==> src/rtl/cfg_loader_pkg.sv <==
package cfg_loader_pkg;

    typedef enum logic [3:0] {
        ST_IDLE   = 4'd0,
        ST_SETTLE = 4'd1,
        ST_PROG   = 4'd2,
        ST_INIT   = 4'd3,
        ST_FETCH  = 4'd4,
        ST_BLO    = 4'd5,
        ST_BHI    = 4'd6,
        ST_FLO    = 4'd7,
        ST_FHI    = 4'd8
    } ld_state_e;

    function automatic int unsigned max_of(input int unsigned a, input int unsigned b);
        return (a > b) ? a : b;
    endfunction

    // bits needed to hold values 0..v
    function automatic int unsigned cnt_bits(input int unsigned v);
        return (v < 2) ? 1 : $clog2(v + 1);
    endfunction

endpackage

==> src/rtl/cfg_dwell_timer.sv <==
module cfg_dwell_timer #(
    parameter int unsigned W = 4
) (
    input  logic         clk,
    input  logic         rst_n,
    input  logic         load_i,
    input  logic [W-1:0] load_val_i,
    output logic         expired_o
);
    logic [W-1:0] cnt_q;

    always_ff @(posedge clk or negedge rst_n) begin
        if (!rst_n) begin
            cnt_q <= '0;
        end else if (load_i) begin
            cnt_q <= load_val_i;
        end else if (cnt_q != '0) begin
            cnt_q <= cnt_q - 1'b1;
        end
    end

    assign expired_o = (cnt_q == '0);
endmodule

==> src/rtl/cfg_limit_counter.sv <==
module cfg_limit_counter #(
    parameter int unsigned W     = 4,
    parameter int unsigned LIMIT = 3
) (
    input  logic clk,
    input  logic rst_n,
    input  logic clr_i,
    input  logic inc_i,
    output logic hit_o
);
    logic [W-1:0] cnt_q;

    always_ff @(posedge clk or negedge rst_n) begin
        if (!rst_n) begin
            cnt_q <= '0;
        end else if (clr_i) begin
            cnt_q <= '0;
        end else if (inc_i) begin
            cnt_q <= cnt_q + 1'b1;
        end
    end

    assign hit_o = (cnt_q == W'(LIMIT));
endmodule

==> src/rtl/cfg_bit_shifter.sv <==
module cfg_bit_shifter #(
    parameter int unsigned DW = 8
) (
    input  logic          clk,
    input  logic          rst_n,
    input  logic          load_i,
    input  logic [DW-1:0] data_i,
    input  logic          shift_i,
    output logic          next_bit_o,
    output logic          last_o
);
    localparam int unsigned IW = cfg_loader_pkg::cnt_bits(DW - 1);

    logic [DW-1:0] sreg_q;
    logic [IW-1:0] idx_q;

    always_ff @(posedge clk or negedge rst_n) begin
        if (!rst_n) begin
            sreg_q <= '0;
            idx_q  <= '0;
        end else if (load_i) begin
            sreg_q <= data_i;
            idx_q  <= '0;
        end else if (shift_i) begin
            sreg_q <= {sreg_q[DW-2:0], 1'b0};
            idx_q  <= idx_q + 1'b1;
        end
    end

    // bit that follows the one currently on the pin
    assign next_bit_o = sreg_q[DW-2];
    assign last_o     = (idx_q == IW'(DW - 1));
endmodule

==> src/rtl/cfg_loader.sv <==
module cfg_loader
    import cfg_loader_pkg::*;
#(
    parameter int unsigned ID_W         = 4,
    parameter int unsigned LEN_W        = 24,
    parameter int unsigned DATA_W       = 8,
    parameter int unsigned SETTLE_CYC   = 1200000,
    parameter int unsigned PROG_LOW_CYC = 1200000,
    parameter int unsigned CCLK_HI_CYC  = 2,
    parameter int unsigned CCLK_LO_CYC  = 2,
    parameter int unsigned INIT_POLLS   = 100000,
    parameter int unsigned DONE_PULSES  = 100000
) (
    input  logic              clk,
    input  logic              rst_n,
    input  logic              start_i,
    input  logic [ID_W-1:0]   image_id_i,
    input  logic [LEN_W-1:0]  image_len_i,
    input  logic              byte_valid_i,
    input  logic [DATA_W-1:0] byte_data_i,
    input  logic              byte_err_i,
    output logic              byte_ready_o,
    output logic              power_en_o,
    output logic              prog_n_o,
    output logic              cclk_o,
    output logic              din_o,
    input  logic              init_n_i,
    input  logic              done_i,
    output logic              busy_o,
    output logic              ok_o,
    output logic              error_o
);
    localparam int unsigned DLY_MAX = max_of(max_of(SETTLE_CYC, PROG_LOW_CYC),
                                             max_of(CCLK_HI_CYC, CCLK_LO_CYC));
    localparam int unsigned TMR_W   = cnt_bits(DLY_MAX);
    localparam int unsigned POLL_W  = cnt_bits(INIT_POLLS);
    localparam int unsigned PULSE_W = cnt_bits(DONE_PULSES);

    localparam logic [TMR_W-1:0] T_SETTLE = TMR_W'(SETTLE_CYC - 1);
    localparam logic [TMR_W-1:0] T_PROG   = TMR_W'(PROG_LOW_CYC - 1);
    localparam logic [TMR_W-1:0] T_HI     = TMR_W'(CCLK_HI_CYC - 1);
    localparam logic [TMR_W-1:0] T_LO     = TMR_W'(CCLK_LO_CYC - 1);

    typedef struct packed {
        ld_state_e        st;
        logic             pwr;
        logic             prog_n;
        logic             cclk;
        logic             din;
        logic             busy;
        logic             ok;
        logic             err;
        logic             have;
        logic [ID_W-1:0]  img;
        logic [ID_W-1:0]  cur;
        logic [LEN_W-1:0] left;
    } ctl_t;

    ctl_t r_q, r_d;

    logic             tmr_load, tmr_done;
    logic [TMR_W-1:0] tmr_val;
    logic             poll_clr, poll_inc, poll_hit;
    logic             pulse_clr, pulse_inc, pulse_hit;
    logic             sh_load, sh_shift, sh_next, sh_last;

    cfg_dwell_timer #(.W(TMR_W)) u_timer (
        .clk       (clk),
        .rst_n     (rst_n),
        .load_i    (tmr_load),
        .load_val_i(tmr_val),
        .expired_o (tmr_done)
    );

    cfg_limit_counter #(.W(POLL_W), .LIMIT(INIT_POLLS - 1)) u_poll_cnt (
        .clk  (clk),
        .rst_n(rst_n),
        .clr_i(poll_clr),
        .inc_i(poll_inc),
        .hit_o(poll_hit)
    );

    cfg_limit_counter #(.W(PULSE_W), .LIMIT(DONE_PULSES)) u_pulse_cnt (
        .clk  (clk),
        .rst_n(rst_n),
        .clr_i(pulse_clr),
        .inc_i(pulse_inc),
        .hit_o(pulse_hit)
    );

    cfg_bit_shifter #(.DW(DATA_W)) u_shifter (
        .clk       (clk),
        .rst_n     (rst_n),
        .load_i    (sh_load),
        .data_i    (byte_data_i),
        .shift_i   (sh_shift),
        .next_bit_o(sh_next),
        .last_o    (sh_last)
    );

    always_comb begin
        r_d       = r_q;
        tmr_load  = 1'b0;
        tmr_val   = '0;
        poll_clr  = 1'b0;
        poll_inc  = 1'b0;
        pulse_clr = 1'b0;
        pulse_inc = 1'b0;
        sh_load   = 1'b0;
        sh_shift  = 1'b0;

        unique case (r_q.st)
            ST_IDLE: begin
                if (start_i) begin
                    if (r_q.have && (image_id_i == r_q.img)) begin
                        r_d.ok  = 1'b1;
                        r_d.err = 1'b0;
                    end else begin
                        r_d.busy = 1'b1;
                        r_d.ok   = 1'b0;
                        r_d.err  = 1'b0;
                        r_d.pwr  = 1'b1;
                        r_d.cur  = image_id_i;
                        r_d.left = image_len_i;
                        r_d.st   = ST_SETTLE;
                        tmr_load = 1'b1;
                        tmr_val  = T_SETTLE;
                    end
                end
            end
            ST_SETTLE: begin
                if (tmr_done) begin
                    r_d.prog_n = 1'b0;
                    r_d.st     = ST_PROG;
                    tmr_load   = 1'b1;
                    tmr_val    = T_PROG;
                end
            end
            ST_PROG: begin
                if (tmr_done) begin
                    r_d.prog_n = 1'b1;
                    r_d.st     = ST_INIT;
                    poll_clr   = 1'b1;
                end
            end
            ST_INIT: begin
                if (init_n_i) begin
                    if (r_q.left == '0) begin
                        r_d.st    = ST_FLO;
                        tmr_load  = 1'b1;
                        tmr_val   = T_LO;
                        pulse_clr = 1'b1;
                    end else begin
                        r_d.st = ST_FETCH;
                    end
                end else if (poll_hit) begin
                    r_d.st   = ST_IDLE;
                    r_d.busy = 1'b0;
                    r_d.err  = 1'b1;
                end else begin
                    poll_inc = 1'b1;
                end
            end
            ST_FETCH: begin
                if (byte_err_i) begin
                    r_d.st   = ST_IDLE;
                    r_d.busy = 1'b0;
                    r_d.err  = 1'b1;
                    r_d.din  = 1'b0;
                end else if (byte_valid_i) begin
                    sh_load  = 1'b1;
                    r_d.din  = byte_data_i[DATA_W-1];
                    r_d.left = r_q.left - 1'b1;
                    r_d.st   = ST_BLO;
                    tmr_load = 1'b1;
                    tmr_val  = T_LO;
                end
            end
            ST_BLO: begin
                if (tmr_done) begin
                    r_d.cclk = 1'b1;
                    r_d.st   = ST_BHI;
                    tmr_load = 1'b1;
                    tmr_val  = T_HI;
                end
            end
            ST_BHI: begin
                if (tmr_done) begin
                    r_d.cclk = 1'b0;
                    if (!sh_last) begin
                        sh_shift = 1'b1;
                        r_d.din  = sh_next;
                        r_d.st   = ST_BLO;
                        tmr_load = 1'b1;
                        tmr_val  = T_LO;
                    end else if (r_q.left == '0) begin
                        r_d.st    = ST_FLO;
                        tmr_load  = 1'b1;
                        tmr_val   = T_LO;
                        pulse_clr = 1'b1;
                    end else begin
                        r_d.st = ST_FETCH;
                    end
                end
            end
            ST_FLO: begin
                if (tmr_done) begin
                    if (done_i) begin
                        r_d.st   = ST_IDLE;
                        r_d.busy = 1'b0;
                        r_d.ok   = 1'b1;
                        r_d.din  = 1'b0;
                        r_d.have = 1'b1;
                        r_d.img  = r_q.cur;
                    end else if (pulse_hit) begin
                        r_d.st   = ST_IDLE;
                        r_d.busy = 1'b0;
                        r_d.err  = 1'b1;
                        r_d.din  = 1'b0;
                    end else begin
                        r_d.cclk  = 1'b1;
                        pulse_inc = 1'b1;
                        r_d.st    = ST_FHI;
                        tmr_load  = 1'b1;
                        tmr_val   = T_HI;
                    end
                end
            end
            ST_FHI: begin
                if (tmr_done) begin
                    r_d.cclk = 1'b0;
                    r_d.st   = ST_FLO;
                    tmr_load = 1'b1;
                    tmr_val  = T_LO;
                end
            end
            default: begin
                r_d.st = ST_IDLE;
            end
        endcase
    end

    always_ff @(posedge clk or negedge rst_n) begin
        if (!rst_n) begin
            r_q        <= '0;
            r_q.st     <= ST_IDLE;
            r_q.prog_n <= 1'b1;
        end else begin
            r_q <= r_d;
        end
    end

    assign byte_ready_o = (r_q.st == ST_FETCH);
    assign power_en_o   = r_q.pwr;
    assign prog_n_o     = r_q.prog_n;
    assign cclk_o       = r_q.cclk;
    assign din_o        = r_q.din;
    assign busy_o       = r_q.busy;
    assign ok_o         = r_q.ok;
    assign error_o      = r_q.err;
endmodule

==> config.mk <==
export PLATFORM = sky130hd
export DESIGN_NAME = cfg_loader
export DESIGN_NICKNAME = d
export VERILOG_FILES = /design/src/rtl/cfg_loader_pkg.sv /design/src/rtl/cfg_dwell_timer.sv /design/src/rtl/cfg_limit_counter.sv /design/src/rtl/cfg_bit_shifter.sv /design/src/rtl/cfg_loader.sv
export SDC_FILE = /design/constraint.sdc
export NUM_CORES = 1
export LEC_CHECK = 0
export CAP_MARGIN = 20
export CORE_MARGIN = 5
export CORE_UTILIZATION = 55
export CTS_CLUSTER_SIZE = 12
export DETAILED_ROUTE_END_ITERATION = 6
export PLACE_DENSITY = 0.76
export SLEW_MARGIN = 25
export SYNTH_ARGS = -nofsm -noshare
export SYNTH_HDL_FRONTEND = slang
export SYNTH_HIERARCHICAL = 1
export SYNTH_SLANG_ARGS = --single-unit
==> constraint.sdc <==
create_clock -name clk -period 4.3 [get_ports clk]
set_input_delay 1.075 -clock clk [delete_from_list [all_inputs] [get_ports clk]]
set_output_delay 1.075 -clock clk [all_outputs]
set_load 0.05 [all_outputs]
== After elaboration in Yosys (flattened, before gate mapping) ==
Cells that the tools add are included.

* Reductions and logical operators: 27
* Add/subtract/negate cells: 5
* Bitwise logic cells: 1
* Eq/ne operators: 33
* Mux-type cells: 101

{| class="wikitable"
|+ Operators with widths
! cell !! number
|-
| 21-bit 2-to-1 mux || 7
|-
| 21-bit one-hot mux with 7 select lines || 1
|-
| 24-bit 2-to-1 mux || 4
|-
| 17-bit 2-to-1 mux || 4
|-
| 4-bit 2-to-1 mux || 13
|-
| 1-bit 2-to-1 mux || 48
|-
| 24-bit one-hot mux with 2 select lines || 1
|-
| 2-bit inequality test (second input constant) || 18
|-
| 4-bit one-hot mux with 9 select lines || 1
|-
| 17-bit by 1-bit adder with 17-bit output (second input constant) || 2
|-
| 17-bit == test (second input constant) || 2
|-
| 24-bit zero test || 1
|-
| 24-bit by 1-bit subtractor with 24-bit output (second input constant) || 1
|-
| 21-bit zero test || 1
|-
| 21-bit nonzero test || 1
|-
| 21-bit by 1-bit subtractor with 21-bit output (second input constant) || 1
|-
| 4-bit by 3-bit == test with 1-bit output (second input constant) || 4
|-
| 8-bit AND reduction || 2
|-
| 5-bit 2-to-1 mux || 3
|-
| 7-bit 2-to-1 mux || 2
|-
| 2-bit nonzero test || 7
|-
| 1-bit one-hot mux with 4 select lines || 3
|-
| 10-bit 2-to-1 mux || 1
|-
| 2-bit 2-to-1 mux || 5
|-
| other kinds (24) || 34
|}

* Input port bits: 43
* Register bits: 109

== Depth between registers and ports, before layout ==
Gate-level depths: netlist (run 1).

* Word-level depth: 7
* Mapped depth: 14
* Mapped depth without buffers: 11

== Cells and area by module ==
Netlist (run 1), hierarchy kept.

{| class="wikitable"
|+ By module, submodules not included
! module !! cells each !! area each (um^2) !! instances
|-
| cfg_loader || 348 || 3032.9 || 1
|-
| cfg_dwell_timer || 129 || 1297.5 || 1
|-
| cfg_limit_counter (u_pulse_cnt) || 97 || 918.4 || 1
|-
| cfg_limit_counter (u_poll_cnt) || 93 || 897.1 || 1
|-
| cfg_bit_shifter || 41 || 465.4 || 1
|}

== Worst setup path after synthesis (run 1) ==
OpenSTA, ideal clock, no wires.

* Path kind: register to register
* Start point: register u_timer.cnt_q[0]
* End point: register u_pulse_cnt.cnt_q[16]
* Slack: 0.906 ns
* Setup time: 0.077 ns
* Arrival: 3.317 ns
* Path buffers: 2
* Data required time: 4.223 ns
* Stages on the path, launching flop included: 14
* Clock period less this slack: 3.394 ns
* Path through: dfrtp_1 inv_1 ha_1 or4b_1 nor4b_4 and2_1 clkbuf_1 nand4_1 a21oi_1 buf_2 o211ai_1 or2_2 or4_1 a21oi_1

* Word-level cells in the longest chain between the ends: 4
* Elaborated cells between the ends (all ways): 7

{| class="wikitable"
|+ Ends and longest elaborated chain
! element !! RTL line !! RTL
|-
| from (decl) || cfg_dwell_timer.sv:10 || <nowiki>logic [W-1:0] cnt_q;</nowiki>
|-
| from (signal assigned) || cfg_dwell_timer.sv:16 || <nowiki>cnt_q <= load_val_i;</nowiki>
|-
| from (signal assigned) || cfg_dwell_timer.sv:18 || <nowiki>cnt_q <= cnt_q - 1'b1;</nowiki>
|-
| 21-bit zero test (*) || cfg_dwell_timer.sv:22 || <nowiki>assign expired_o = (cnt_q == '0);</nowiki>
|-
| via tmr_done || cfg_loader.sv:61 || <nowiki>logic tmr_load, tmr_done;</nowiki>
|-
| 1-bit 2-to-1 mux (*) || cfg_loader.sv:188 || <nowiki>if (tmr_done) begin</nowiki>
|-
| 1-bit one-hot mux with 2 select lines (*) || cfg_loader.sv:112 || <nowiki>unique case (r_q.st)</nowiki>
|-
| via pulse_clr || cfg_loader.sv:64 || <nowiki>logic pulse_clr, pulse_inc, pulse_hit;</nowiki>
|-
| 17-bit 2-to-1 mux or 2-bit nonzero test (tied branches) || - ||
|-
| to (signal assigned) || cfg_limit_counter.sv:19 || <nowiki>cnt_q <= cnt_q + 1'b1;</nowiki>
|-
| to (decl) || cfg_limit_counter.sv:11 || <nowiki>logic [W-1:0] cnt_q;</nowiki>
|}

The timed path passes the listed nets; every way through them passes the cells marked *.
A chain may end at the register's enable or synchronous reset.

== Worst setup path in the final report (run 1) ==
* Start point: register r_q[41] (netlist name)
* End point: output port byte_ready_o

* Word-level cells in the longest chain between the ends: 1

{| class="wikitable"
|+ Ends and longest elaborated chain
! element !! RTL line !! RTL
|-
| from (decl) || cfg_loader.sv:59 || <nowiki>ctl_t r_q, r_d;</nowiki>
|-
| from (signal assigned) || cfg_loader.sv:249 || <nowiki>r_q <= r_d;</nowiki>
|-
| 4-bit by 3-bit == test with 1-bit output || cfg_loader.sv:253 || <nowiki>assign byte_ready_o = (r_q.st == ST_FETCH);</nowiki>
|-
| to (decl) || cfg_loader.sv:22 || <nowiki>output logic byte_ready_o,</nowiki>
|}

No other way between the ends.

==> results of run 1 <==
[metrics by stage]
step,hold WS [ns],area [µm²],worst slack [ns]
2_1_floorplan,0.435,6630,0.906
3_3_place_gp,0.450,7210,0.751
3_5_place_dp,0.452,7210,0.577
4_1_cts,0.474,7550,0.432
5_1_grt,0.491,7550,0.195
6_report,0.475,7550,0.413
[synthesized netlist by cell type, types with 10 or more instances]
master / n / area share (%)
o21ai_0: 29 / 2.2
dfrtp_1: 108 / 41
clkbuf_1: 15 / 0.85
nor3_1: 32 / 2.4
nand3_1: 20 / 1.5
nor2_1: 59 / 3.3
nand4_1: 14 / 1.3
buf_2: 10 / 0.76
nand2_1: 55 / 3.1
a22o_1: 11 / 1.5
or3_1: 12 / 1.1
mux2i_1: 10 / 1.5
o22ai_1: 12 / 1.1
xnor2_1: 33 / 4.4
a21oi_1: 29 / 2.2
o2bb2ai_1: 15 / 2.0
inv_1: 27 / 1.5
mux2_2: 13 / 2.2
o31ai_1: 15 / 1.7
nor4_1: 19 / 1.8
o21ai_1: 18 / 1.4
[per-layer routing]
layer,part of all wire (%),wire [µm]
met1,42,6540
met4,1.8,275
met5,0,0
met3,5.6,866
met2,50,7760
[layout make-up]
type / count / area, µm² / area share, %
Inverter: 27 / 101 / 1.34
Clock inverter: 5 / 106 / 1.41
Multi-Input combinational cell: 542 / 3590 / 47.5
Tap cell: 147 / 184 / 2.43
Timing Repair Buffer: 64 / 603 / 7.98
Clock buffer: 11 / 243 / 3.21
Sequential cell: 109 / 2730 / 36.1
[cell families after synthesis]
logic type | share of synthesized area (%)
simple gates | 24.2
compound gates | 18.7
flops | 41.3
buf+inv | 4.79
xor+xnor | 5.56
mux | 3.73
fa+ha+maj | 1.70
other cells | 0.0567
[power groups by stage]
stage	Sequential [mW]	Combinational, mW	Clock (mW)
floorplan	1.65	1.31	0
global placement	1.70	1.61	0
detailed placement	1.72	1.67	0
CTS	1.71	1.68	0.987
global route	1.77	1.87	1.03
finish	1.72	1.69	0.962
[sequential cells by signal, summed over array words and instances (netlist names)]
register	cells
u_pulse_cnt/cnt_q	17
ok_o	1
power_en_o	1
prog_n_o	1
cclk_o	1
busy_o	1
u_shifter/idx_q	3
r_q	37
u_shifter/sreg_q	7
error_o	1
din_o	1
u_poll_cnt/cnt_q	17
u_timer/cnt_q	21
[placed cells by master (no fill, tap or decap), types with 18 or more instances in the layout]
cell type / n
a21oi_1: 29
clkdlybuf4s50_1: 49
dfrtp_1: 108
inv_1: 27
nand2_1: 55
nand3_1: 20
nor2_1: 59
nor3_1: 32
nor4_1: 19
o21ai_0: 29
o21ai_1: 18
xnor2_1: 33
[final timing paths]
kind | startpoint | end | slack (ns) | depth (start not counted)
worst max-delay path | r_q[41] | byte_ready_o | 0.41 | 3
worst min-delay path | r_q[32] | r_q[32] | 0.47 | 1
worst max register to register | u_timer/cnt_q[0] | u_pulse_cnt/cnt_q[16] | 0.46 | 12
worst min register to register | r_q[32] | r_q[32] | 0.47 | 1
max in group asynchronous | rst_n | u_poll_cnt/cnt_q[1] | 2.63 | 2
min in group asynchronous | rst_n | r_q[9] | 0.80 | 1
[worst register-to-register path: stages (launching register included)]
cell and delay (ns):
dfrtp_1 0.41, inv_1 0.12, ha_1 0.17, or4b_1 0.51, nor4b_4 0.29, and2_1 0.51
nand4_1 0.17, a21oi_1 0.19, buf_4 0.26, o211ai_1 0.20, or2_2 0.34, or4_1 0.40
a21oi_1 0.18
==> results.yml, run 1 <==
outcome:
  status: "completed"
setup_path:
  worst-path-buf-inv: 2
  crit_required_ns: 3.22
  crit_path_max_fanout: 45
  path_class: "register to output port"
  crit_family: "buffers and inverters"
  crit_chain: "or4b_4 -> inv_1 -> clkdlybuf4s50_1"
  critPathLaunchType: "register"
  arrival_ns: 2.81
  crit_path_max_incr_delay_ns: 0.88
  cp-end-kind: "output port"
  slowest_stage: "or4b_4"
sta:
  finClkSkew_ns: 0.0104
  finalHoldViolations: 0
  finalSetupTns_ns: 0
  fmax_mhz: 257
  setup_viol: 0
  finalCriticalPeriod_ns: 3.89
  tightest_slew_ns: 0.806
  drv_slew: 0
  fin_crit_sh_pct: 90.4
  grt_setup_unrepaired: "no"
  relSlewSlack_pct: 46.1
global_route:
  grt.overflow.total: 0
  use_met3_pct: 5.14
  grt.met1_usage_pct: 28.5
  track_usage_pct: 22.1
  grt_busiest_layer: "met2"
  antenna_found_initial: 0
  grt_util_met2_pct: 37.6
  grt_pass1_wl_um: 26300
  grt_pass1_vias: 5393
  grt_max_degree: 63
logic_synthesis:
  synth_edf_count: 0
  ys_warn_count: 6
  synth_seq_cells: 109
  synth.distinct_cells: 83
  syn_area_um2: 6610
  ys.flop_type: "dfrtp_1"
  avgSynthCellArea_um2: 9.34
  syn_inst: 708
  async_reset_ff_share_pct: 100
  ys_seq_area_share_pct: 41.3
detailed_routing:
  num_vias: 5687
  drtIter0Drc: 747
  antenna_left: 0
  wl_um: 15400
  viasPerCell: 6.28
  drcViolationCount: 0
  first_pass_iters: 5
  wl_per_cell_um: 17.1
power:
  power_density_nw_per_um2: 578
  share_seq_of_total_power_pct: 39.3
  p_leak_nw: 3.00
  switchingPower_mw: 1.69
  total_power_mw: 4.36
  pwr-share-clk_pct: 22.0
  swShare_pct: 38.7
  p_int_mw: 2.67
  vdd_drop_max_mv: 0.342
  pwr-share-comb_pct: 38.6
clock_tree:
  cts-root-buf: "clkbuf_16"
  cts_tree: "done"
  insertion_delay_ns: 0.35
  post_cts_buffers: 0
  cts_buffers: 9
  cts_resized: 0
  clock_path_buffers: 2
  ctsHoldBuffers: 0
  path_clk_slew_ns: 0.07
  cts_sinks: 109
  cts_htree_levels: 3
job:
  drv_cap: 0
layout:
  stdcell_count: 905
  antenna_cells: 0
  final_util_pct: 63.4
  layout-drive-gt1-share_pct: 9.89
  fillCellCount: 986
  synthToLayoutAreaGrowth_pct: 14.3
  finalNetCount: 805
place:
  port_buffers: 50
  dpl.cell_count: 889
  dp_hpwl_um: 10500
  gp_routability_congestion: 0.934
floorplan:
  start_util_pct: 55.5
  pin_count: 51
  row_count: 40
  chipHeight_um: 120
  core_area_um2: 11900
  dieArea_um2: 14300
  die_x_um: 120
hold_path:
  hp-class: "register to register"
Note: power is estimated with default switching activity, not from simulation.
==> run 2, diff against run 1 <==
--- a/config.mk
+++ b/config.mk
@@ -11,6 +11,7 @@
 export CTS_CLUSTER_SIZE = 12
 export DETAILED_ROUTE_END_ITERATION = 6
 export PLACE_DENSITY = 0.76
+export REMOVE_ABC_BUFFERS = 1
 export SLEW_MARGIN = 25
 export SYNTH_ARGS = -nofsm -noshare
 export SYNTH_HDL_FRONTEND = slang
==> run 2 against run 1 <==
Total power is 1.7% lower; worst hold slack better by 0.0076 ns; count of clock-buffer cells in the layout unchanged; sequential power barely moved; sequential share of layout area is essentially flat; non-clock buffer count is 3 higher; combinational power barely moved; via count fell by 0.70%; register-to-register slack gained 0.33 ns; sequential cell count did not move; critical path depth is the same; final cell count rose by 0.33%; critical path type unchanged.
==> results.yml, run 2 (synthesis results as in run 1) <==
layout:
  antenna_cells: 0
  regMostFlops: "r_q"
  synthToLayoutAreaGrowth_pct: 14.2
  layout_common_cells: "108 x dfrtp_1, 59 x nor2_1, 55 x nand2_1"
  multi_input_comb_area_um2: 3590
  fillCellCount: 1021
  top_regs: "r_q x37, u_timer/cnt_q x21"
  largest_reg_flops: 37
  seqCellArea_um2: 2730
  finalNetCount: 808
  layout-drive-gt1-share_pct: 10.4
  layout_commonest_cell: "dfrtp_1"
power:
  power_density_nw_per_um2: 568
  vdd_drop_max_mv: 0.333
  p_leak_nw: 3.00
  total_power_mw: 4.29
clock_tree:
  clock_path_buffers: 2
  cts_tree: "done"
  cts_resized: 0
  cts_buffers: 9
  cts_sinks: 109
  cts-root-buf: "clkbuf_16"
  post_cts_buffers: 0
  cts_htree_levels: 3
  ctsHoldBuffers: 0
  path_clk_slew_ns: 0.07
  insertion_delay_ns: 0.35
place:
  port_buffers: 50
  dp_hpwl_um: 10800
  gp_routability_congestion: 0.930
global_route:
  track_usage_pct: 22.1
  grt_max_degree: 56
  grt_pass1_wl_um: 26100
  antenna_found_initial: 0
  grt.overflow.total: 0
  grt_pass1_vias: 5393
floorplan:
  dieArea_um2: 14300
  die_x_um: 120
  chipHeight_um: 120
  pin_count: 51
  row_count: 40
  core_area_um2: 11900
  start_util_pct: 55.5
sta:
  relSlewSlack_pct: 46.5
  fin_crit_sh_pct: 89.7
  finClkSkew_ns: 0.00666
  finalHoldViolations: 0
  finalCriticalPeriod_ns: 3.86
  grt_setup_unrepaired: "no"
  drv_slew: 0
  fmax_mhz: 259
  tightest_slew_ns: 0.801
  finalSetupTns_ns: 0
  setup_viol: 0
detailed_routing:
  antenna_left: 0
  wl_per_cell_um: 17.1
  drcViolationCount: 0
  first_pass_iters: 5
  drtIter0Drc: 564
  viasPerCell: 6.22
  wl_um: 15500
  num_vias: 5647
setup_path:
  crit_path_max_fanout: 45
  arrival_ns: 2.78
  worst-path-buf-inv: 2
  critPathLaunchType: "register"
  path_class: "register to output port"
  slowest_stage: "or4b_4"
  crit_family: "buffers and inverters"
  cp-end-kind: "output port"
  crit_path_max_incr_delay_ns: 0.86
  crit_chain: "or4b_4 -> inv_1 -> clkdlybuf4s50_1"
  crit_required_ns: 3.22
outcome:
  status: "completed"
job:
  drv_cap: 0
hold_path:
  hp-class: "register to register"
-- run 2: changes by cell type in the layout (fill, tap and decap cells not counted) --
cell | previous run | this run
buf_4 | 15 | 17
bufinv_16 | 3 | 1
buf_12 | 0 | 1
clkbuf_1 | 1 | 0
clkbuf_8 | 1 | 2
clkinv_2 | 0 | 1
clkinv_4 | 0 | 1
clkinvlp_4 | 1 | 2
inv_6 | 1 | 0
-- run 2: metrics by stage --
stage / cells / worst slack, ns / instance area [µm²] / util, % / hold slack, ns
after detailed placement: 892 / 0.780 / 7240 / 60.8 / 0.461
after floorplan: 678 / 0.419 / 6420 / - / 0.435
after global routing: 908 / 0.345 / 7550 / 63.4 / 0.519
after global placement: 892 / 0.814 / 7240 / 60.8 / 0.449
after CTS: 908 / 0.446 / 7550 / 63.4 / 0.491
final: 908 / 0.442 / 7550 / 63.4 / 0.482
-- run 2: final timing paths --
| check | startpoint | endpoint | slack (ns) | cells past startpoint |
|---|---|---|---|---|
| min in group asynchronous | rst_n | u_poll_cnt/cnt_q[9] | 0.76 | 1 |
| min reg2reg | power_en_o | power_en_o | 0.48 | 1 |
| max | r_q[40] | byte_ready_o | 0.44 | 3 |
| max reg2reg | u_timer/cnt_q[0] | u_pulse_cnt/cnt_q[13] | 0.79 | 13 |
| max in group asynchronous | rst_n | prog_n_o | 2.76 | 2 |
| min | power_en_o | power_en_o | 0.48 | 1 |
-- run 2: power by group --
group	internal (mW)	switching [mW]
sequential	1.34	0.365
clock	0.483	0.376
combinational	0.758	0.966
total	2.58	1.71
-- run 2: layout make-up --
cell class	instances	share of cell area, %
Clock buffer	11	3.35
Tap cell	147	2.44
Multi-Input combinational cell	542	47.5
Sequential cell	109	36.1
Clock inverter	5	0.779
Inverter	27	1.34
Timing Repair Buffer	67	8.45
-- run 2: routing by layer --
metal | global-route usage (%) | part of all wire (%) | vias to the layer above
li1 | - | - | 2714
met5 | 0 | 0 | -
met2 | 36.2 | 48 | 163
met3 | 5.61 | 5.0 | 30
met1 | 29.5 | 45 | 2740
met4 | 5.30 | 1.5 | 0
-- run 2: worst register-to-register path: cells and delay by family (launching register included) --
kind	cells	cell delay, ns
compound gates	3	0.56
fa+ha+maj	1	0.18
buf+inv	3	0.49
flops	1	0.41
simple gates	6	1.80
